--- src/rtl/ssf_pkg.sv ---
package ssf_pkg;
  typedef enum logic [1:0] {
    RUN_IDLE  = 2'd0,
    RUN_START = 2'd1,
    RUN_REG   = 2'd2
  } run_e;

  typedef enum logic [2:0] {
    STAT_IDLE  = 3'd0,
    STAT_START = 3'd1,
    STAT_REG   = 3'd2,
    STAT_UV    = 3'd3,
    STAT_OV    = 3'd4
  } stat_e;
endpackage

--- src/rtl/ssf_window_timer.sv ---
module ssf_window_timer #(
  parameter int unsigned WINDOW = 4096
) (
  input  logic clk_i,
  input  logic rst_ni,
  input  logic clear_i,
  input  logic tick_i,
  output logic last_o
);
  localparam int unsigned CW = (WINDOW > 1) ? $clog2(WINDOW) : 1;
  localparam logic [CW-1:0] LAST = CW'(WINDOW - 1);

  logic [CW-1:0] cnt_q;

  assign last_o = (cnt_q == LAST);

  always_ff @(posedge clk_i or negedge rst_ni) begin
    if (!rst_ni)                 cnt_q <= '0;
    else if (clear_i)            cnt_q <= '0;
    else if (tick_i && !last_o)  cnt_q <= cnt_q + 1'b1;
  end
endmodule

--- src/rtl/ssf_fault_latch.sv ---
module ssf_fault_latch (
  input  logic clk_i,
  input  logic rst_ni,
  input  logic set_uv_i,
  input  logic set_ov_i,
  output logic uv_o,
  output logic ov_o
);
  logic uv_q, ov_q;

  // first fault wins; OV has priority when both arrive together
  always_ff @(posedge clk_i or negedge rst_ni) begin
    if (!rst_ni) begin
      uv_q <= 1'b0;
      ov_q <= 1'b0;
    end else if (!uv_q && !ov_q) begin
      if (set_ov_i)      ov_q <= 1'b1;
      else if (set_uv_i) uv_q <= 1'b1;
    end
  end

  assign uv_o = uv_q;
  assign ov_o = ov_q;
endmodule

--- src/rtl/ssf_run_ctrl.sv ---
module ssf_run_ctrl
  import ssf_pkg::*;
(
  input  logic clk_i,
  input  logic rst_ni,
  input  logic tick_i,
  input  logic supply_ok_i,
  input  logic on_req_i,
  input  logic in_reg_i,
  input  logic uv_flag_i,
  input  logic ov_flag_i,
  input  logic win_last_i,
  input  logic faulted_i,
  output run_e state_o,
  output logic set_uv_o,
  output logic set_ov_o,
  output logic timer_clear_o,
  output logic timer_tick_o
);
  run_e state_q, state_d;
  logic go_on;
  logic active;

  assign go_on  = supply_ok_i && on_req_i;
  assign active = (state_q != RUN_IDLE);

  always_comb begin
    set_ov_o = !faulted_i && active && ov_flag_i;
    set_uv_o = !faulted_i &&
               (((state_q == RUN_REG) && uv_flag_i) ||
                ((state_q == RUN_START) && tick_i && !in_reg_i && win_last_i));
  end

  always_comb begin
    state_d = state_q;
    if (faulted_i || set_ov_o || set_uv_o) begin
      state_d = RUN_IDLE;
    end else begin
      unique case (state_q)
        RUN_IDLE:  if (go_on) state_d = RUN_START;
        RUN_START: begin
          if (!go_on)                  state_d = RUN_IDLE;
          else if (tick_i && in_reg_i) state_d = RUN_REG;
        end
        RUN_REG:   if (!go_on) state_d = RUN_IDLE;
        default:   state_d = RUN_IDLE;
      endcase
    end
  end

  always_ff @(posedge clk_i or negedge rst_ni) begin
    if (!rst_ni) state_q <= RUN_IDLE;
    else         state_q <= state_d;
  end

  assign state_o       = state_q;
  assign timer_clear_o = (state_q != RUN_START);
  assign timer_tick_o  = tick_i && (state_q == RUN_START);
endmodule

--- src/rtl/ssf_supervisor.sv ---
module ssf_supervisor
  import ssf_pkg::*;
#(
  parameter int unsigned WINDOW = 4096
) (
  input  logic       clk_i,
  input  logic       rst_ni,
  input  logic       osc_tick_i,
  input  logic       supply_ok_i,
  input  logic       on_req_i,
  input  logic       in_reg_i,
  input  logic       uv_flag_i,
  input  logic       ov_flag_i,
  output logic       startup_o,
  output logic       chan_en_o,
  output logic       fault_force_o,
  output logic [2:0] status_o
);
  run_e state;
  logic set_uv, set_ov, uv_lat, ov_lat;
  logic t_clear, t_tick, t_last;

  ssf_run_ctrl u_ctrl (
    .clk_i        (clk_i),
    .rst_ni       (rst_ni),
    .tick_i       (osc_tick_i),
    .supply_ok_i  (supply_ok_i),
    .on_req_i     (on_req_i),
    .in_reg_i     (in_reg_i),
    .uv_flag_i    (uv_flag_i),
    .ov_flag_i    (ov_flag_i),
    .win_last_i   (t_last),
    .faulted_i    (uv_lat || ov_lat),
    .state_o      (state),
    .set_uv_o     (set_uv),
    .set_ov_o     (set_ov),
    .timer_clear_o(t_clear),
    .timer_tick_o (t_tick)
  );

  ssf_window_timer #(.WINDOW(WINDOW)) u_timer (
    .clk_i  (clk_i),
    .rst_ni (rst_ni),
    .clear_i(t_clear),
    .tick_i (t_tick),
    .last_o (t_last)
  );

  ssf_fault_latch u_latch (
    .clk_i   (clk_i),
    .rst_ni  (rst_ni),
    .set_uv_i(set_uv),
    .set_ov_i(set_ov),
    .uv_o    (uv_lat),
    .ov_o    (ov_lat)
  );

  stat_e stat;
  always_comb begin
    if (ov_lat)                  stat = STAT_OV;
    else if (uv_lat)             stat = STAT_UV;
    else if (state == RUN_START) stat = STAT_START;
    else if (state == RUN_REG)   stat = STAT_REG;
    else                         stat = STAT_IDLE;
  end

  assign status_o      = stat;
  assign startup_o     = (state == RUN_START);
  assign chan_en_o     = (state != RUN_IDLE);
  assign fault_force_o = uv_lat || ov_lat;
endmodule

--- config.mk ---
export PLATFORM = sky130hd
export DESIGN_NAME = ssf_supervisor
export DESIGN_NICKNAME = d
export VERILOG_FILES = /design/src/rtl/ssf_pkg.sv /design/src/rtl/ssf_window_timer.sv /design/src/rtl/ssf_fault_latch.sv /design/src/rtl/ssf_run_ctrl.sv /design/src/rtl/ssf_supervisor.sv
export SDC_FILE = /design/constraint.sdc
export NUM_CORES = 1
export LEC_CHECK = 0
export ABC_AREA = 1
export BUFFER_PORTS_ARGS = -buffer_cell sky130_fd_sc_hd__buf_2
export CAP_MARGIN = 5
export CORE_UTILIZATION = 45
export DETAILED_ROUTE_END_ITERATION = 16
export PLACE_DENSITY = 0.73
export SETUP_SLACK_MARGIN = 0.15
export SYNTH_ARGS = -nofsm -noshare
export SYNTH_HDL_FRONTEND = slang
export SYNTH_SLANG_ARGS = --single-unit
--- constraint.sdc ---
create_clock -name clk_i -period 1.4 [get_ports clk_i]
set_input_delay 0.07 -clock clk_i [delete_from_list [all_inputs] [get_ports clk_i]]
set_output_delay 0.07 -clock clk_i [all_outputs]
set_load 0.03 [all_outputs]
==> impl_metrics.py, run 1 <==
metrics = {
    "detailed_routing": {
        "drt_pass1_iterations": 4,
        "routed_wl_mm": 2.94,
        "num_vias": 1031,
        "wire_per_inst_um": 15.0,
        "post-route-drc-count": 0,
        "dr.first_iter.drc_count": 32,
        "viasPerCell": 5.26,
        "ant_nets": 0,
    },
    "logic_synthesis": {
        "synthTopCellsByCount": "nand2_1 (24), inv_1 (18), dfrtp_1 (16)",
        "async_flop_share": 1.00,
        "synth_ff_type": "dfrtp_1",
        "ys_seq_area_frac": 0.407,
        "synthCells": 127,
        "netlist_top_cells_area": "dfrtp_1 (41%), nand2_1 (9.1%), inv_1 (6.9%)",
        "yosysWarnings": 0,
        "yosysMostFrequentCell": "nand2_1",
        "yosys.area.top_type": "dfrtp_1",
        "synth_nets": 136,
        "synth_top_area_frac": 0.407,
        "avgSynthCellArea_um2": 7.75,
        "synth-seq-cells": 16,
        "synth_edf_count": 0,
        "synth_area_um2": 985,
        "synth_cell_type_count": 22,
    },
    "pwr": {
        "power.leakage_nw": 0.722,
        "p_switching_mw": 0.182,
        "totalPowerFinal_mw": 0.813,
        "p_seq_frac": 0.568,
        "switching_share": 0.224,
        "p_per_area_nw_per_um2": 542,
        "ir_drop_v": 0.000422,
        "clkPwrFrac": 0.394,
        "cellInternalPower_mw": 0.631,
        "combPwrFrac": 0.038,
    },
    "sta": {
        "setup_viol": 11,
        "fmaxAchievable_mhz": 663,
        "finalMaxSlewViolations": 0,
        "tightest_slew_ns": 0.379,
        "post-route-period-util": 1.08,
        "period_minus_slack_ns": 1.51,
        "slew_headroom": 0.747,
        "grt_setup_unrepaired": "yes",
        "tns_ns": -0.553,
        "setup_slack_ns": -0.108,
        "final_hold_viol_count": 0,
        "fin_hold_ws_ns": 0.0679,
        "finClkSkew_ns": 0.00915,
    },
    "setup_path": {
        "cp_max_fo": 4,
        "worstRegToRegCells": 9,
        "start_kind": "flop",
        "reg2reg_from": "u_timer.cnt_q[1]$_DFFE_PN0P_",
        "r2r-end": "u_ctrl.state_o[1]$_DFFE_PN0P_",
        "crit_path_start": "u_timer.cnt_q[1]$_DFFE_PN0P_",
        "end_kind": "flop",
        "endpoint": "u_ctrl.state_o[1]$_DFFE_PN0P_",
        "rrSetupSlack_ns": -0.11,
        "crit_required_ns": 1.60,
        "critPathKind": "flop to flop",
        "crit_arrival_ns": 1.71,
    },
    "job": {
        "maxCapViolCount": 0,
    },
    "cts": {
        "clk_latency_ns": 0.30,
        "cts_tree": "built",
        "cts_buffers": 3,
        "clk_transition_reported_paths_ns": 0.10,
        "clockRootBuffer": "clkbuf_4",
        "clockBufferDepth": 2,
        "cts_sinks": 16,
        "cts_max_level": 1,
    },
    "floorplan": {
        "design.core.area_um2": 2000,
        "ios": 14,
        "die_h_um": 48.8,
        "die_x_um": 48.8,
        "die-area_um2": 2380,
        "row_count": 16,
        "initial_core_util": 0.492,
    },
    "global_routing": {
        "grt_pass1_wl_mm": 3.71,
        "grt_util_all_layers": 0.209,
        "grt_pass1_vias": 862,
        "overflow": 0,
        "antenna_found_initial": 0,
        "grt_max_degree": 17,
    },
    "place": {
        "placed_area_um2": 1110,
        "portBuffers": 13,
        "dp_hpwl_mm": 1.44,
        "dpl_worst_slack_ns": -0.0757,
        "globalplace.congestion": 0.916,
    },
    "final_layout": {
        "drive_above_1_share": 0.497,
        "n_fill_cell": 140,
        "syn_to_final_growth_pct": 52.2,
        "antenna_cells": 0,
        "fin_area_um2": 1500,
        "nets": 179,
    },
    "hold_path": {
        "hp-class": "input pin to flop",
    },
    "outcome": {
        "run_status": "finished, violations left",
        "violations": "setup timing",
    },
}
## critical path, cell delays in order (launching register included)
cell and delay, ns:
dfrtp_1 0.43, ha_4 0.19, nand2_4 0.06, nor2_4 0.05, nand3_4 0.10, nor2_2 0.05, nor2_2 0.20, nand4_1 0.15
nand3_1 0.13, nand2_1 0.06
## worst min-delay path by stage
stage,cells after the start,startpoint,endpoint
floorplan,0,rst_ni,u_ctrl.state_o[0]$_DFFE_PN0P_
global placement,1,rst_ni,u_timer.cnt_q[3]$_DFFE_PN0P_
detailed placement,1,rst_ni,u_timer.cnt_q[3]$_DFFE_PN0P_
CTS,2,ov_flag_i,u_latch.ov_o$_DFFE_PN0P_
global route,2,ov_flag_i,u_latch.ov_o$_DFFE_PN0P_
finish,2,ov_flag_i,u_latch.ov_o$_DFFE_PN0P_
## registers in the layout, summed over array words and instances, names as in the netlist
name / cells
u_ctrl.state_o: 2
u_latch.ov_o: 1
u_latch.uv_o: 1
u_timer.cnt_q: 12
## layer usage
metal	global-route usage	wire length [um]	part of all wire	vias up
li1	-	-	-	500
met1	0.254	1150	0.39	481
met2	0.363	1550	0.53	35
met3	0.0280	92	0.031	15
met4	0.103	145	0.049	0
met5	0	0	0	-
## power by group through the flow
stage | Sequential [mW] | Clock (mW) | Combinational, mW
detailed placement | 0.471 | 0 | 0.0266
global route | 0.462 | 0.341 | 0.0344
CTS | 0.462 | 0.328 | 0.0289
floorplan | 0.471 | 0 | 0.00621
global placement | 0.471 | 0 | 0.0262
finish | 0.462 | 0.320 | 0.0309
## kinds of logic after synthesis
kind of cell | after synthesis | synth area share
adders and majority gates | 1 | 0.0127
buffers and inverters | 23 | 0.0978
AOI/OAI and AO/OA | 20 | 0.109
DFF | 16 | 0.407
and+or+nand+nor | 67 | 0.374
## cell type report
type | count | area, um^2 | share of cell area
clock buffers | 4 | 36.3 | 0.0242
inverters | 21 | 86.3 | 0.0576
multi-input cells | 88 | 622 | 0.415
flip-flops and latches | 16 | 403 | 0.269
well taps | 27 | 33.8 | 0.0225
repair buffers | 39 | 314 | 0.210
repair inverters | 1 | 3.75 | 0.00250
## cells in the final DEF, fill, tap and decap left out, types with 2 or more instances in the layout
cell       n
a21oi_1    6
a21oi_2    3
buf_2      9
buf_4     19
buf_6      9
clkbuf_4   3
dfrtp_1   14
dfrtp_2    2
inv_1     15
inv_2      5
nand2_1   23
nand2_2    3
nand2_4    4
nand3_1    5
nand3_2    2
nand3_4    2
nand4_1    5
nor2_1     9
nor2_2     4
nor2_4     5
nor3_4     3
o21ai_0    3
o21ai_1    4
## timing repair
action | in CTS | in global routing
hold buffers | 1 | 0
hold endpoints to repair | 16 | 0
pin swaps | 4 | 10
gates resized for setup | 19 | 35
endpoints found under the setup margin | 18 | 20
buffers inserted | 9 | 11
cloned | 1 | 0
## through the flow
step,util,std cells
3_3_place_gp,0.555,170
4_1_cts,0.639,185
6_report,0.749,196
5_1_grt,0.749,196
3_5_place_dp,0.555,170
2_1_floorplan,-,127
No activity file was read; power rests on OpenSTA's default activity.
==> inputs of run 2 (changes only) <==
Settings changed: BUFFER_PORTS_ARGS -buffer_cell sky130_fd_sc_hd__buf_2 to -buffer_cell sky130_fd_sc_hd__buf_4, CELL_PAD_IN_SITES_DETAIL_PLACEMENT from default to 1, CELL_PAD_IN_SITES_GLOBAL_PLACEMENT from default to 1, CORE_UTILIZATION 45 to 36, PLACE_DENSITY 0.73 to 0.77.
==> run 2 against run 1 <==
Effect of this change: the run still ends with setup timing left; largest cell class unchanged; power is 9.8% lower; flip-flop and latch count stayed put; sequential power hardly changed; combinational power is 15% higher; maximum frequency is 2.8% lower; first-iteration DRC count is 69% lower; die area is 24% higher; clock skew is 0.0023 ns lower; worst setup slack worse by 0.043 ns.
==> impl_metrics.py, run 2 (synthesis gave the netlist of run 1 again) <==
metrics = {
    "sta": {
        "slew_headroom": 0.846,
        "fin_hold_ws_ns": 0.0762,
        "setup_slack_ns": -0.151,
        "finClkSkew_ns": 0.00683,
        "grt_setup_unrepaired": "yes",
        "post-route-period-util": 1.11,
        "finalMaxSlewViolations": 0,
        "fmaxAchievable_mhz": 645,
        "period_minus_slack_ns": 1.55,
        "tightest_slew_ns": 0.231,
        "final_hold_viol_count": 0,
        "setup_viol": 14,
    },
    "floorplan": {
        "row_count": 18,
        "die_x_um": 54.3,
        "die-area_um2": 2950,
        "die_h_um": 54.3,
        "initial_core_util": 0.390,
        "ios": 14,
        "design.core.area_um2": 2520,
    },
    "setup_path": {
        "cpPeakStageDelay_ns": 0.40,
        "rrSetupSlack_ns": -0.15,
        "crit_arrival_ns": 1.73,
        "critPathKind": "flop to flop",
        "worstPathCellList": "ha_2, nand2_4, nor2_4, nand3_4, nand2_8, nor3_4, nand3_1, nand2_1, nor2_1",
        "cp_max_fo": 5,
        "crit_buf_inv": 0,
        "cp_top_family": "simple AND/OR/NAND/NOR gates",
        "start_kind": "flop",
        "slowest_stage": "dfrtp_1",
        "crit_required_ns": 1.58,
        "end_kind": "flop",
    },
    "cts": {
        "cts_sinks": 16,
        "clockRootBuffer": "clkbuf_4",
        "cts_buffers": 3,
        "clockBufferDepth": 2,
        "clk_latency_ns": 0.29,
        "clk_transition_reported_paths_ns": 0.09,
        "cts_tree": "built",
        "cts_max_level": 1,
    },
    "global_routing": {
        "overflow": 0,
        "grt_pass1_vias": 1019,
        "grt_max_degree": 17,
        "antenna_found_initial": 0,
        "grt_pass1_wl_mm": 4.73,
        "grt_util_all_layers": 0.235,
    },
    "pwr": {
        "p_per_area_nw_per_um2": 516,
        "ir_drop_v": 0.000417,
        "totalPowerFinal_mw": 0.733,
        "power.leakage_nw": 0.657,
    },
    "detailed_routing": {
        "wire_per_inst_um": 17.0,
        "drt_pass1_iterations": 4,
        "ant_nets": 0,
        "viasPerCell": 5.17,
        "routed_wl_mm": 3.19,
        "dr.first_iter.drc_count": 10,
        "num_vias": 972,
        "post-route-drc-count": 0,
    },
    "hold_path": {
        "hp-class": "input pin to flop",
    },
    "final_layout": {
        "final_cell_mix": "buf_4 (26), nand2_1 (21), inv_1 (15), dfrtp_1 (15), nor2_1 (9)",
        "final_common_cell": "buf_4",
        "regMostFlops": "u_timer.cnt_q",
        "fin_area_um2": 1420,
        "drive_above_1_share": 0.487,
        "largest_reg_flops": 12,
        "antenna_cells": 0,
        "syn_to_final_growth_pct": 44.2,
        "nets": 169,
    },
    "place": {
        "dp_hpwl_mm": 2.01,
        "portBuffers": 13,
        "dpl_worst_slack_ns": -0.129,
        "globalplace.congestion": 0.839,
        "placed_area_um2": 1130,
    },
    "job": {
        "maxCapViolCount": 0,
    },
    "outcome": {
        "run_status": "finished, violations left",
        "violations": "setup timing",
    },
}
[run 2: cell type report]
type | instances | area [um^2]
inverters | 21 | 90.1
flip-flops and latches | 16 | 402
multi-input cells | 88 | 629
fillers | 308 | 1100
repair buffers | 30 | 239
clock buffers | 3 | 22.5
well taps | 30 | 37.5
[run 2: final timing paths]
| kind | startpoint | endpoint | depth (start not counted) |
|---|---|---|---|
| worst max register to register | u_timer.cnt_q[1]$_DFFE_PN0P_ | u_timer.cnt_q[9]$_DFFE_PN0P_ | 9 |
| worst max-delay path | u_timer.cnt_q[1]$_DFFE_PN0P_ | u_timer.cnt_q[9]$_DFFE_PN0P_ | 9 |
| worst min-delay path | ov_flag_i | u_latch.ov_o$_DFFE_PN0P_ | 2 |
| max in group asynchronous | rst_ni | u_ctrl.state_o[1]$_DFFE_PN0P_ | 2 |
| worst min register to register | u_timer.cnt_q[11]$_DFFE_PN0P_ | u_timer.cnt_q[11]$_DFFE_PN0P_ | 2 |
| min in group asynchronous | rst_ni | u_timer.cnt_q[6]$_DFFE_PN0P_ | 2 |
[run 2: repair_timing]
item	CTS	global route
hold buffers	1	0
pin swaps	10	11
resized for setup	34	10
setup endpoints to repair	18	20
gates cloned	0	0
buffers inserted	8	5
hold endpoints to repair	16	0
[run 2: report_power, final]
group	switching (mW)	total, mW	internal [mW]
Clock	0.136	0.236	0.0999
Combinational	0.0197	0.0356	0.0160
Sequential	0	0.462	0.462
Total	0.156	0.733	0.578
[run 2: stage by stage]
stage,instances,util,setup TNS (ns)
detailed placement,171,0.449,-0.876
floorplan,127,-,0
global placement,171,0.449,-0.183
finish,188,0.563,-1.15
global route,188,0.563,-2.30
CTS,183,0.535,-0.664
[run 2: worst register-to-register path: cells and delay by family (launching register included)]
| kind | cells | cell delay, ns |
|---|---|---|
| adder cells (fa/ha/maj) | 1 | 0.22 |
| AND/OR/NAND/NOR | 8 | 0.83 |
| flip-flops | 1 | 0.40 |
[run 2: layer usage]
metal  up-vias  track usage  share of wire  wire length (um)
met5         -            0              0                 0
met4         0       0.0897          0.017                55
met3         4       0.0694          0.023                73
met2        11        0.419           0.54              1710
met1       484        0.261           0.42              1350
li1        473            -              -                 -
